[src/rtl/fifo_req_pkg.sv]
package fifo_req_pkg;

    localparam int FIFO_DEPTH = 64;
    localparam int TRIG_W     = 4;
    localparam int TRIG_SCALE = 4;
    localparam int LVL_W      = $clog2(FIFO_DEPTH + 1);

    typedef logic [LVL_W-1:0]  level_t;
    typedef logic [TRIG_W-1:0] trig_t;

    typedef struct packed {
        level_t rx_thr;
        level_t tx_thr;
        level_t tx_dma_thr;
    } thr_set_t;

    // Trigger field to byte count; zero field or disabled FIFO gives one byte.
    function automatic level_t trig_to_bytes(trig_t field, logic en);
        if (!en || field == '0)
            return level_t'(1);
        return level_t'(field) * level_t'(TRIG_SCALE);
    endfunction

    // Transmit DMA threshold from the explicit value or from the free space.
    function automatic level_t tx_dma_limit(logic explicit_sel, level_t value, level_t spaces);
        logic [LVL_W:0] sum;
        sum = {1'b0, value} + {1'b0, spaces};
        if (!explicit_sel)
            return level_t'(FIFO_DEPTH) - spaces;
        if (sum > (LVL_W+1)'(FIFO_DEPTH))
            return level_t'(FIFO_DEPTH);
        return value;
    endfunction

endpackage

[src/rtl/fifo_req_thresh.sv]
module fifo_req_thresh
    import fifo_req_pkg::*;
(
    input  logic     fifo_en,
    input  trig_t    rx_trig,
    input  trig_t    tx_trig,
    input  logic     tx_thr_explicit,
    input  level_t   tx_thr_value,
    output thr_set_t thr
);
    always_comb begin
        thr.rx_thr     = trig_to_bytes(rx_trig, fifo_en);
        thr.tx_thr     = trig_to_bytes(tx_trig, fifo_en);
        thr.tx_dma_thr = fifo_en ? tx_dma_limit(tx_thr_explicit, tx_thr_value, thr.tx_thr)
                                 : level_t'(1);
    end
endmodule

[src/rtl/fifo_req_irq.sv]
module fifo_req_irq
    import fifo_req_pkg::*;
(
    input  logic     clk,
    input  logic     rst,
    input  level_t   rx_level,
    input  level_t   tx_level,
    input  thr_set_t thr,
    output logic     rx_irq,
    output logic     tx_irq
);
    always_ff @(posedge clk) begin
        if (rst) begin
            rx_irq <= 1'b0;
            tx_irq <= 1'b0;
        end else begin
            rx_irq <= (rx_level >= thr.rx_thr);
            if (tx_level == '0)
                tx_irq <= 1'b1;
            else if (tx_level >= thr.tx_thr)
                tx_irq <= 1'b0;
        end
    end
endmodule

[src/rtl/fifo_req_dma_chan.sv]
module fifo_req_dma_chan
    import fifo_req_pkg::*;
(
    input  logic   clk,
    input  logic   rst,
    input  logic   enable,
    input  logic   start,
    input  logic   strobe,
    input  level_t target,
    output logic   req
);
    level_t         moved;
    logic [LVL_W:0] moved_next;

    always_comb moved_next = {1'b0, moved} + (LVL_W+1)'(1);

    always_ff @(posedge clk) begin
        if (rst || !enable) begin
            req   <= 1'b0;
            moved <= '0;
        end else if (!req) begin
            moved <= '0;
            if (start)
                req <= 1'b1;
        end else if (strobe) begin
            if (moved_next >= {1'b0, target}) begin
                req   <= 1'b0;
                moved <= '0;
            end else begin
                moved <= level_t'(moved_next);
            end
        end
    end
endmodule

[src/rtl/fifo_req_ctrl.sv]
module fifo_req_ctrl
    import fifo_req_pkg::*;
#(
    parameter int N_CHAN = 2
) (
    input  logic              clk,
    input  logic              rst,
    input  logic              fifo_en,
    input  logic              dma_en,
    input  logic [TRIG_W-1:0] rx_trig,
    input  logic [TRIG_W-1:0] tx_trig,
    input  logic              tx_thr_explicit,
    input  logic [LVL_W-1:0]  tx_thr_value,
    input  logic [LVL_W-1:0]  rx_level,
    input  logic [LVL_W-1:0]  tx_level,
    input  logic              rx_pop,
    input  logic              tx_push,
    output logic              rx_irq,
    output logic              tx_irq,
    output logic              rx_dma_req,
    output logic              tx_dma_req
);
    localparam int CH_RX = 0;
    localparam int CH_TX = 1;

    thr_set_t           thr;
    logic [N_CHAN-1:0]  ch_start;
    logic [N_CHAN-1:0]  ch_strobe;
    logic [N_CHAN-1:0]  ch_req;
    level_t             ch_target [N_CHAN];

    fifo_req_thresh u_thresh (
        .fifo_en         (fifo_en),
        .rx_trig         (rx_trig),
        .tx_trig         (tx_trig),
        .tx_thr_explicit (tx_thr_explicit),
        .tx_thr_value    (tx_thr_value),
        .thr             (thr)
    );

    fifo_req_irq u_irq (
        .clk      (clk),
        .rst      (rst),
        .rx_level (rx_level),
        .tx_level (tx_level),
        .thr      (thr),
        .rx_irq   (rx_irq),
        .tx_irq   (tx_irq)
    );

    always_comb begin
        ch_start[CH_RX]   = (rx_level >= thr.rx_thr);
        ch_strobe[CH_RX]  = rx_pop;
        ch_target[CH_RX]  = thr.rx_thr;
        ch_start[CH_TX]   = (tx_level < thr.tx_dma_thr);
        ch_strobe[CH_TX]  = tx_push;
        ch_target[CH_TX]  = thr.tx_thr;
    end

    for (genvar g = 0; g < N_CHAN; g++) begin : g_chan
        fifo_req_dma_chan u_chan (
            .clk    (clk),
            .rst    (rst),
            .enable (dma_en),
            .start  (ch_start[g]),
            .strobe (ch_strobe[g]),
            .target (ch_target[g]),
            .req    (ch_req[g])
        );
    end

    assign rx_dma_req = ch_req[CH_RX];
    assign tx_dma_req = ch_req[CH_TX];
endmodule

[config.mk]
export PLATFORM = sky130hd
export DESIGN_NAME = fifo_req_ctrl
export DESIGN_NICKNAME = d
export VERILOG_FILES = /design/src/rtl/fifo_req_pkg.sv /design/src/rtl/fifo_req_thresh.sv /design/src/rtl/fifo_req_irq.sv /design/src/rtl/fifo_req_dma_chan.sv /design/src/rtl/fifo_req_ctrl.sv
export SDC_FILE = /design/constraint.sdc
export NUM_CORES = 1
export LEC_CHECK = 0
export BUFFER_PORTS_ARGS = -buffer_cell sky130_fd_sc_hd__buf_2
export CORE_UTILIZATION = 45
export CTS_CLUSTER_SIZE = 25
export DETAILED_ROUTE_END_ITERATION = 8
export PLACE_DENSITY = 0.69
export SYNTH_ARGS = -nofsm -noshare
export SYNTH_HDL_FRONTEND = slang
export SYNTH_SLANG_ARGS = --single-unit
[constraint.sdc]
create_clock -name clk -period 3.54 [get_ports clk]
set_input_delay 0.177 -clock clk [delete_from_list [all_inputs] [get_ports clk]]
set_output_delay 0.177 -clock clk [all_outputs]
set_load 0.05 [all_outputs]
After elaboration in Yosys (flattened, before gate mapping) --
Index checks and enable logic that the tools add are counted.
Storage, ports and cells: register bits 18, input port bits 36, logic and storage cells 54
Operators by class: add/subtract/negate cells 4, magnitude comparators 6, multiplexer cells 25, bitwise operators 2, reductions and logical operators 11
Operators by type and width (count):
- $mux W7 | 11
- $add A7 B1 Y8 const B | 2
- $ge A8 B7 Y1 | 2
- $ge A7 B7 Y1 | 2
- $mux W1 | 14
- $add A7 B7 Y8 | 1
- $gt A8 B7 Y1 const B | 1
- $logic_not A4 Y1 | 2
- $logic_not A7 Y1 | 1
- $lt A7 B7 Y1 | 1
- $sub A7 B7 Y7 const A | 1
- $reduce_or A2 Y1 | 2
- $logic_or A1 B1 Y1 | 3
- $logic_not A1 Y1 | 2
- $not A1 Y1 | 2
- $reduce_bool A2 Y1 | 1

Depth between registers and ports, before layout --
Gate-level depths: netlist (run 1).
depth in word-level cells 14, depth in mapped cells 16, mapped depth without buffers 16

Modules after synthesis --
A second synthesis (run 1) with hierarchy kept.
Unflattened totals: cells, all modules 315, area total of the unflattened synthesis 2491.1 um^2
Modules (own cells, without submodules):
- fifo_req_dma_chan | instances 2, cells each 74, area each 614.3 um^2, seq. area each 160.2 um^2
- fifo_req_thresh | instances 1, cells each 73, area each 521.8 um^2, seq. area each 0.0 um^2
- fifo_req_irq | instances 1, cells each 51, area each 424.2 um^2, seq. area each 40.0 um^2
- fifo_req_ctrl | instances 1, cells each 43, area each 316.6 um^2, seq. area each 0.0 um^2

Worst setup path after synthesis (run 1) --
Ideal clock, no wire load.
path kind input-to-reg, start in tx_trig[1], end reg g_chan[1].u_chan.req, arrival 3254 ps, data required time 3471 ps, slack 218 ps, stages 16, cells stage by stage or3_1 -> o21ai_0 -> ha_1 -> ha_1 -> nand3_1 -> a21boi_0 -> o21ai_0 -> a32o_2 -> a22o_4 -> a31oi_1 -> ha_1 -> a21oi_1 -> nor2b_1 -> o21ai_0 -> nand4_1 -> o21ai_1
On the way: longest elaborated chain between the ends 14
Ends and longest elaborated chain:
- from (decl) | line fifo_req_ctrl.sv:11 | input logic [TRIG_W-1:0] tx_trig,
- $logic_not A4 Y1 | line fifo_req_pkg.sv:19 | if (!en || field == '0)
- $logic_or A1 B1 Y1 | line fifo_req_pkg.sv:19
- $mux W1 | line fifo_req_pkg.sv:19
- $mux W7 (*) | line fifo_req_pkg.sv:21 | return level_t'(field) * level_t'(TRIG_SCALE);
- $add A7 B7 Y8 | line fifo_req_pkg.sv:27 | sum = {1'b0, value} + {1'b0, spaces};
- $gt A8 B7 Y1 | line fifo_req_pkg.sv:30 | if (sum > (LVL_W+1)'(FIFO_DEPTH))
- $mux W1 (2 in series) | line fifo_req_pkg.sv:30
- $mux W7 | line fifo_req_pkg.sv:32 | return value;
- $mux W7 | line fifo_req_pkg.sv:30
- $mux W7 | line fifo_req_thresh.sv:14 | thr.tx_dma_thr = fifo_en ? tx_dma_limit(tx_thr_explicit, tx_thr_value, thr.tx_thr)
- $lt A7 B7 Y1 | line fifo_req_ctrl.sv:55 | ch_start[CH_TX] = (tx_level < thr.tx_dma_thr);
- $mux W1 | line fifo_req_dma_chan.sv:23 | if (start)
- $mux W1 (*) | line fifo_req_dma_chan.sv:21 | end else if (!req) begin
- to (signal assigned) | line fifo_req_dma_chan.sv:19 | req <= 1'b0;
- to (signal assigned) | line fifo_req_dma_chan.sv:24 | req <= 1'b1;
- to (signal assigned) | line fifo_req_dma_chan.sv:27 | req <= 1'b0;
- to (decl) | line fifo_req_dma_chan.sv:10 | output logic req
Every way passes the cells marked *; elsewhere a longest branch is shown, timed or not. The select of a mux whose other input is x is not followed. A chain may end at the register's enable or synchronous reset.

Worst setup path after layout (run 1) --
Ends and elaborated chain as after synthesis.

==> flow_summary.yaml, run 1 <==
status:
  status: "finished, final reports clean"
logic_synthesis:
  syn_avg_cell_area_sq_um: 8.426
  synth.distinct_cells: 43
  ys_warn_count: 0
  synth_fp_nets: 277
  ys.flop_type: "dfxtp_1"
  synth_area_sq_um: 1744
  ys_ff_latch: 18
  synth-seq-area-share: 0.2066
  syn-instance-count: 207
  ys_async_sr_fraction: 0
  synth_edf_count: 0
clocking:
  root_buffer: "clkbuf_8"
  cts-resized-gates: 0
  postCtsHoldBufs: 0
  numCtsBuffers: 3
  clock_latency_ns: 0.26
  cts_sinks: 18
  cts_tree: "yes"
  clkTransAtPathRegs_ns: 0.08
  cts_setup_buffers: 0
  clockBufferDepth: 2
  cts_max_level: 1
global_route:
  grt.overflow.total: 0
  grt.total_usage: 0.1984
  antenna_found_initial: 0
  grt_pass1_vias: 1507
  grt_pass1_wl_mm: 6.548
  grt_max_degree: 14
place:
  dp.final_hpwl_mm: 3.226
  io_buffers: 39
  dpl.cell_count: 293
  gp_congestion: 0.9141
die:
  top_level_ports: 40
  die_h_um: 64.26
  die_area_sq_um: 4129
  die_x_um: 64.26
  rows: 22
  start_util: 0.4729
  coreArea_sq_um: 3689
sta:
  max_freq_ghz: 0.3158
  setup_viol: 0
  period_share: 0.8945
  skew_ns: 0.008125
  drv_slew: 0
  maxSlewHeadroom: 0.6245
  rsz0062_at_grt: "false"
  tightest_slew_ns: 0.5606
  hold_violations: 0
  fin_crit_ns: 3.166
  fin_tns_setup_ns: 0
detailed_routing:
  post_drt_wl_per_cell_um: 12.91
  vias: 1652
  drt-initial-drc-count: 57
  drc_errors: 0
  via_per_inst: 5.562
  ant_nets: 0
  wirelength_mm: 3.835
  drtPass1Iterations: 4
job:
  drv_cap: 0
cells_and_area:
  fin_nets: 320
  area_growth_pct: 17.79
  fillCellCount: 372
  diodes: 0
  final_cell_mix: "buf_2 (39), ha_1 (34), nand2_1 (21)"
  layout-drive-gt1-share: 0.2088
  final_common_cell: "buf_2"
  instances_no_fill: 297
  fin_util: 0.5570
pwr:
  powerDensity_nw_per_um2: 259.5
  p_leak_nw: 0.9412
  p_total_mw: 0.5332
  peakVddDrop_mv: 0.1500
worst_setup_path:
  end_kind: "register"
  crit_required_ns: 3.73
  crit_arrival_ns: 3.36
  crit_fanout: 6
  critPathLaunchType: "input pin"
  crit_type: "in -> reg"
min_path:
  min_path_type: "in -> reg"
[cell families (layout without fill, tap and decap cells)]
group | count (synthesis) | after routing | synth area share
AO/OA/AOI/OAI | 59 | 59 | 0.2539
XOR/XNOR | 14 | 14 | 0.07030
adder cells (fa/ha/maj) | 34 | 34 | 0.2439
buffers and inverters | 14 | 56 | 0.03013
flip-flops | 18 | 18 | 0.2066
multiplexers | 1 | 1 | 0.005739
AND/OR/NAND/NOR | 67 | 67 | 0.1894
[power by group]
part / internal [mW] / switching (mW) / leakage, nW
combinational: 0.0664 / 0.0882 / 0.767
sequential: 0.206 / 0.00266 / 0.146
clock: 0.0988 / 0.0714 / 0.0288
[synthesized netlist by cell type (all sizes together) (2+ instances only)]
cell | number | area, sq um
a21oi | 8 | 40.04
o21ai | 11 | 55.05
o21a | 5 | 37.54
nand4 | 2 | 12.51
nand2 | 21 | 78.83
nor2b | 5 | 31.28
nand3 | 10 | 55.05
a21boi | 3 | 22.52
xor2 | 6 | 52.55
a32oi | 2 | 17.52
ha | 34 | 425.4
dfxtp | 18 | 360.4
and2 | 3 | 18.77
or3b | 2 | 17.52
inv | 12 | 45.04
clkbuf | 2 | 7.510
a22o | 6 | 61.31
xnor2 | 8 | 70.07
o31ai | 2 | 15.01
nor3 | 6 | 30.03
a21o | 2 | 15.01
nor2 | 13 | 51.30
a32o | 7 | 71.32
a31oi | 7 | 43.79
[final cells by class]
class                      count  area (sq um)  share of cell area
timing repair buffer          40         202.7             0.09866
tap                           48         60.06             0.02923
inverter                      12         45.04             0.02192
sequential                    18         360.3              0.1754
clock buffer                   4         55.05             0.02680
multi-input combinational    175          1331              0.6480
[final timing paths]
kind	from	to	slack, ns	depth (start not counted)
worst max register to register	g_chan[1].u_chan.moved[0]	g_chan[1].u_chan.moved[0]	1.22	9
worst min register to register	g_chan[0].u_chan.moved[6]	g_chan[0].u_chan.moved[6]	0.49	1
worst max-delay path	tx_trig[1]	g_chan[1].u_chan.req	0.37	17
worst min-delay path	tx_level[6]	u_irq.tx_irq	0.1	2
[stage by stage]
| step | hold WS, ns | setup WS (ns) | cell area, sq um |
|---|---|---|---|
| after floorplan | 0.2486 | 0.2176 | 1744 |
| after global placement | 0.3686 | 0.1494 | 1999 |
| after detailed placement | 0.3689 | 0.07031 | 1999 |
| after CTS | 0.09198 | 0.3195 | 2054 |
| after global routing | 0.08987 | 0.06805 | 2054 |
| final | 0.09644 | 0.3736 | 2054 |
[critical path: stages]
cell and delay [ns]:
buf_2 0.13, or3_1 0.41, o21ai_1 0.19, ha_1 0.25, ha_1 0.21, nand3_1 0.09, a21boi_0 0.23, o21ai_0 0.11
a32o_2 0.25, a22o_4 0.29, a31oi_1 0.18, ha_1 0.27, a21oi_1 0.13, nor2b_1 0.05, o21ai_0 0.14, nand4_1 0.11
o21ai_1 0.15
[state kept, by name (all words and copies together) (netlist names)]
register and count:
g_chan.u_chan.moved 14, g_chan.u_chan.req 2, u_irq.rx_irq 1, u_irq.tx_irq 1
[metal layers]
| metal | track usage | up-vias | routed length, um |
|---|---|---|---|
| met1 | 0.2738 | 748 | 1974 |
| met3 | 0.03214 | 2 | 118 |
| li1 | - | 865 | - |
| met4 | 0.03611 | 0 | 12 |
| met5 | 0 | - | 0 |
| met2 | 0.3237 | 37 | 1729 |
No activity file was read; power rests on OpenSTA's default activity.
==> run 2, diff against run 1 <==
- BUFFER_PORTS_ARGS: -buffer_cell sky130_fd_sc_hd__buf_2 -> not set
- DONT_BUFFER_PORTS: not set -> 1
- PLACE_DENSITY: 0.69 -> 0.58
- clock period: 3.54 -> 3.6 ns (I/O delays scaled with it)
==> run 2 against run 1 <==
Global-route usage up 1.2 points. Sequential cell count unchanged. Routed wire length up 7.8%. Core utilization down 4.7 points. Count of clock-buffer cells in the layout unchanged. Clock power about the same. Sequential power up 4%. Via count down 5.8%. Cell count down 12%. Clock skew down 0.0066 ns. Largest power group unchanged.
==> flow_summary.yaml, run 2 (synthesis gave the netlist of run 1 again) <==
status:
  status: "finished, final reports clean"
sta:
  period_share: 0.8655
  drv_slew: 0
  rsz0062_at_grt: "false"
  skew_ns: 0.001556
  hold_violations: 0
  max_freq_ghz: 0.3209
  tightest_slew_ns: 0.5940
  fin_tns_setup_ns: 0
  maxSlewHeadroom: 0.6034
  fin_crit_ns: 3.116
  setup_viol: 0
place:
  dp.final_hpwl_mm: 3.490
  gp_congestion: 0.9409
  dpl.cell_count: 254
  io_buffers: 0
global_route:
  grt_pass1_wl_mm: 6.837
  grt.total_usage: 0.2100
  grt.overflow.total: 0
  grt_pass1_vias: 1524
  grt_max_degree: 14
  antenna_found_initial: 0
cells_and_area:
  fillCellCount: 372
  fin_nets: 283
  area_growth_pct: 7.747
  final_common_cell: "ha_1"
  layout-drive-gt1-share: 0.06132
  fin_util: 0.5095
  final_cell_mix: "ha_1 (34), nand2_1 (21), dfxtp_1 (18)"
  reg.largest.list: "g_chan.u_chan.moved (14), g_chan.u_chan.req (2)"
  instances_no_fill: 260
  largest_register_ffs: 14
  regMostFlops: "g_chan.u_chan.moved"
  diodes: 0
die:
  rows: 22
  top_level_ports: 40
  coreArea_sq_um: 3689
  start_util: 0.4729
  die_area_sq_um: 4129
  die_h_um: 64.26
  die_x_um: 64.26
worst_setup_path:
  crit_fanout: 6
  critPathLaunchType: "input pin"
  end_kind: "register"
  crit_required_ns: 3.79
  crit_arrival_ns: 3.31
  crit_type: "in -> reg"
pwr:
  p_total_mw: 0.4943
  clkPwrFrac: 0.339
  combinationalPowerShare: 0.223
  peakVddDrop_mv: 0.1775
  p_leak_nw: 0.7918
  p_switching_mw: 0.1430
  power_switching_share: 0.2893
  intPower_mw: 0.3513
  p_seq_frac: 0.437
  powerDensity_nw_per_um2: 263.0
clocking:
  clockBufferDepth: 2
  cts-resized-gates: 0
  clock_latency_ns: 0.25
  numCtsBuffers: 3
  clkTransAtPathRegs_ns: 0.07
  root_buffer: "clkbuf_8"
  cts_sinks: 18
  cts_tree: "yes"
  cts_max_level: 1
min_path:
  min_path_type: "in -> reg"
detailed_routing:
  drt-initial-drc-count: 111
  wirelength_mm: 4.135
  drtPass1Iterations: 4
  vias: 1556
  post_drt_wl_per_cell_um: 15.90
  ant_nets: 0
  via_per_inst: 5.985
  drc_errors: 0
job:
  drv_cap: 0
[run 2: critical path: stages]
cell and delay [ns]:
or3_1 0.40, o21ai_0 0.27, ha_1 0.27, ha_1 0.20, nand3_1 0.10, a21boi_0 0.23, o21ai_0 0.11, a32o_2 0.24
a22o_4 0.29, a31oi_1 0.17, ha_1 0.26, a21oi_1 0.13, nor2b_1 0.05, o21ai_0 0.15, nand4_1 0.10, o21ai_1 0.15
[run 2: worst paths after layout]
kind,cells past startpoint,to,slack [ns],from
setup reg to reg,9,g_chan[1].u_chan.moved[0],1.29,g_chan[1].u_chan.moved[0]
hold reg to reg,1,g_chan[0].u_chan.moved[6],0.50,g_chan[0].u_chan.moved[6]
hold / removal,1,g_chan[0].u_chan.req,0.02,rx_pop
setup / recovery,16,g_chan[1].u_chan.req,0.48,tx_trig[1]
[run 2: stage by stage]
| step | hold slack, ns | instance area, sq um | setup slack [ns] |
|---|---|---|---|
| 2_1_floorplan | 0.2516 | 1744 | 0.2746 |
| 3_3_place_gp | 0.2571 | 1804 | 0.3745 |
| 3_5_place_dp | 0.2573 | 1804 | 0.2510 |
| 4_1_cts | 0.01313 | 1879 | 0.5179 |
| 5_1_grt | 0.004144 | 1879 | 0.2243 |
| 6_report | 0.01697 | 1879 | 0.4841 |
[run 2: final cells by class]
class / instances / area, sq um / area share
sequential: 18 / 360.3 / 0.1917
multi-input combinational: 175 / 1331 / 0.7084
inverter: 12 / 45.04 / 0.02397
clock buffer: 4 / 55.05 / 0.02929
timing repair buffer: 3 / 27.53 / 0.01465
tap: 48 / 60.06 / 0.03196
[run 2: per-layer routing]
metal  global-route usage  vias up  share of wire
li1                     -      787              -
met2               0.3855       48           0.48
met5                    0        -              0
met3              0.04107        2          0.056
met1               0.2484      719           0.46
met4              0.04444        0         0.0060
[run 2: power groups by stage]
stage	clock (mW)	combinational [mW]	sequential, mW
CTS	0.172	0.111	0.216
finish	0.168	0.110	0.216
global placement	0	0.104	0.221
detailed placement	0	0.109	0.221
floorplan	0	0.0890	0.220
global route	0.180	0.126	0.217
[run 2: repair_timing]
action / 4_1_cts / 5_1_grt
endpoints found under the hold margin: 2 / 0
hold buffers: 2 / 0
setup buffers: 0 / 0
endpoints found under the setup margin: 0 / 0
==> run 3, diff against run 2 <==
- CORE_ASPECT_RATIO: not set -> 0.9
- CORE_UTILIZATION: 45 -> 55
- PLACE_DENSITY: 0.58 -> 0.68
==> run 3 against run 2 <==
Non-clock buffer count is 1 higher. First-iteration DRC count is 22% lower. Clock power fell by 23%. Global-route usage rose by 4.0 points. Die area down 18%. Sequential share of layout area increased by 0.17 points. Sequential cell count unchanged. Worst setup slack improved by 0.037 ns. Highest routed layer unchanged. Routed wire length fell by 4.5%.
==> flow_summary.yaml, run 3 (synthesis gave the netlist of run 1 again) <==
status:
  status: "finished, final reports clean"
detailed_routing:
  via_per_inst: 6.192
  wirelength_mm: 3.950
  drt-initial-drc-count: 87
  drtPass1Iterations: 4
  post_drt_wl_per_cell_um: 15.49
  vias: 1579
  drc_errors: 0
  ant_nets: 0
sta:
  fin_tns_setup_ns: 0
  tightest_slew_ns: 0.5908
  max_freq_ghz: 0.3248
  skew_ns: 0.0006871
  hold_violations: 0
  setup_viol: 0
  maxSlewHeadroom: 0.6056
  drv_slew: 0
  setup_ws_ns: 0.5214
  rsz0062_at_grt: "false"
  fin_crit_ns: 3.079
  period_share: 0.8552
global_route:
  grt_pass1_wl_mm: 6.403
  grt_pass1_vias: 1463
  grt_use_met3: 0.06323
  grt_use_met2: 0.3556
  antenna_found_initial: 0
  grt_max_degree: 14
  busiest_layer: "met1"
  grt.overflow.total: 0
  grt.total_usage: 0.2496
  use_met1: 0.3593
worst_setup_path:
  crit_type: "in -> reg"
  worstRegToRegCells: 9
  critPathLaunchType: "input pin"
  startpoint: "tx_trig[1]"
  crit_fanout: 6
  crit_arrival_ns: 3.27
  crit_required_ns: 3.79
  end_kind: "register"
  critPathCapture: "g_chan[1].u_chan.req"
  rr_startpoint: "g_chan[0].u_chan.moved[0]"
  ff2ff_setup_slack_ns: 1.27
  r2r_end: "g_chan[0].u_chan.moved[4]"
pwr:
  powerDensity_nw_per_um2: 245.4
  p_leak_nw: 0.7882
  peakVddDrop_mv: 0.1323
  p_total_mw: 0.4571
cells_and_area:
  final_common_cell: "ha_1"
  fillCellCount: 305
  fin_nets: 284
  instances_no_fill: 255
  final_cell_mix: "ha_1 (34), nand2_1 (21), dfxtp_1 (18)"
  reg.largest.list: "g_chan.u_chan.moved (14), g_chan.u_chan.req (2)"
  regMostFlops: "g_chan.u_chan.moved"
  largest_register_ffs: 14
  area_growth_pct: 6.815
  fin_area_sq_um: 1863
  diodes: 0
  layout-drive-gt1-share: 0.06103
place:
  preCtsSetupSlack_ns: 0.2363
  dpl.cell_count: 248
  dp.final_hpwl_mm: 3.281
  gp_congestion: 0.9678
  place_area_sq_um: 1797
  io_buffers: 0
clocking:
  cts-resized-gates: 0
  cts_max_level: 1
  numCtsBuffers: 3
  cts_tree: "yes"
  clock_latency_ns: 0.31
  cts_sinks: 18
  clkTransAtPathRegs_ns: 0.10
  clockBufferDepth: 2
  root_buffer: "clkbuf_4"
die:
  die_area_sq_um: 3401
  rows: 19
  die_x_um: 61.36
  top_level_ports: 40
  start_util: 0.5732
  coreArea_sq_um: 3043
  die_h_um: 55.43
min_path:
  min_path_type: "in -> reg"
job:
  drv_cap: 0
## run 3: where the power goes
group          switching, mW  internal, mW
Sequential            0.0137         0.202
Combinational         0.0592        0.0529
Clock                 0.0672        0.0618
## run 3: critical path, cell delays in order
cell and delay (ns):
or3_1 0.40, o21ai_0 0.23, ha_1 0.25, ha_1 0.20, nand3_1 0.09, a21boi_0 0.27, o21ai_0 0.12, a32o_2 0.24
a22o_4 0.28, a32oi_1 0.23, ha_1 0.16, and4_1 0.21, o2111ai_1 0.14, a41oi_2 0.19, o21ai_1 0.07
## run 3: layout make-up
class / instances / area, sq um / area share
Inverter: 12 / 45.04 / 0.02418
Multi-Input combinational cell: 175 / 1331 / 0.7146
Tap cell: 42 / 52.55 / 0.02821
Sequential cell: 18 / 360.3 / 0.1934
Clock buffer: 4 / 36.28 / 0.01948
Timing Repair Buffer: 4 / 37.54 / 0.02015
## run 3: stage by stage
step | hold slack (ns) | utilization
after global placement | 0.2520 | 0.5905
after global routing | 0.01140 | 0.6123
after floorplan | 0.2516 | -
after detailed placement | 0.2547 | 0.5905
after CTS | 0.02587 | 0.6123
final | 0.03154 | 0.6123
## run 3: routing by layer
| layer | vias to the layer above | part of all wire |
|---|---|---|
| met5 | - | 0 |
| met1 | 731 | 0.49 |
| li1 | 789 | - |
| met3 | 10 | 0.065 |
| met2 | 49 | 0.43 |
| met4 | 0 | 0.019 |
## run 3: worst min-delay path by stage
stage / start / end / depth (start not counted)
4_1_cts: tx_push / g_chan[1].u_chan.moved[4] / 1
2_1_floorplan: rst / u_irq.rx_irq / 1
3_3_place_gp: rst / u_irq.rx_irq / 1
3_5_place_dp: rst / u_irq.rx_irq / 1
5_1_grt: tx_push / g_chan[1].u_chan.moved[4] / 1
6_report: tx_push / g_chan[1].u_chan.moved[4] / 1
## run 3: timing repair
| item | CTS | global route |
|---|---|---|
| endpoints found under the hold margin | 3 | 0 |
| buffers inserted | 0 | 0 |
| hold buffers | 3 | 0 |
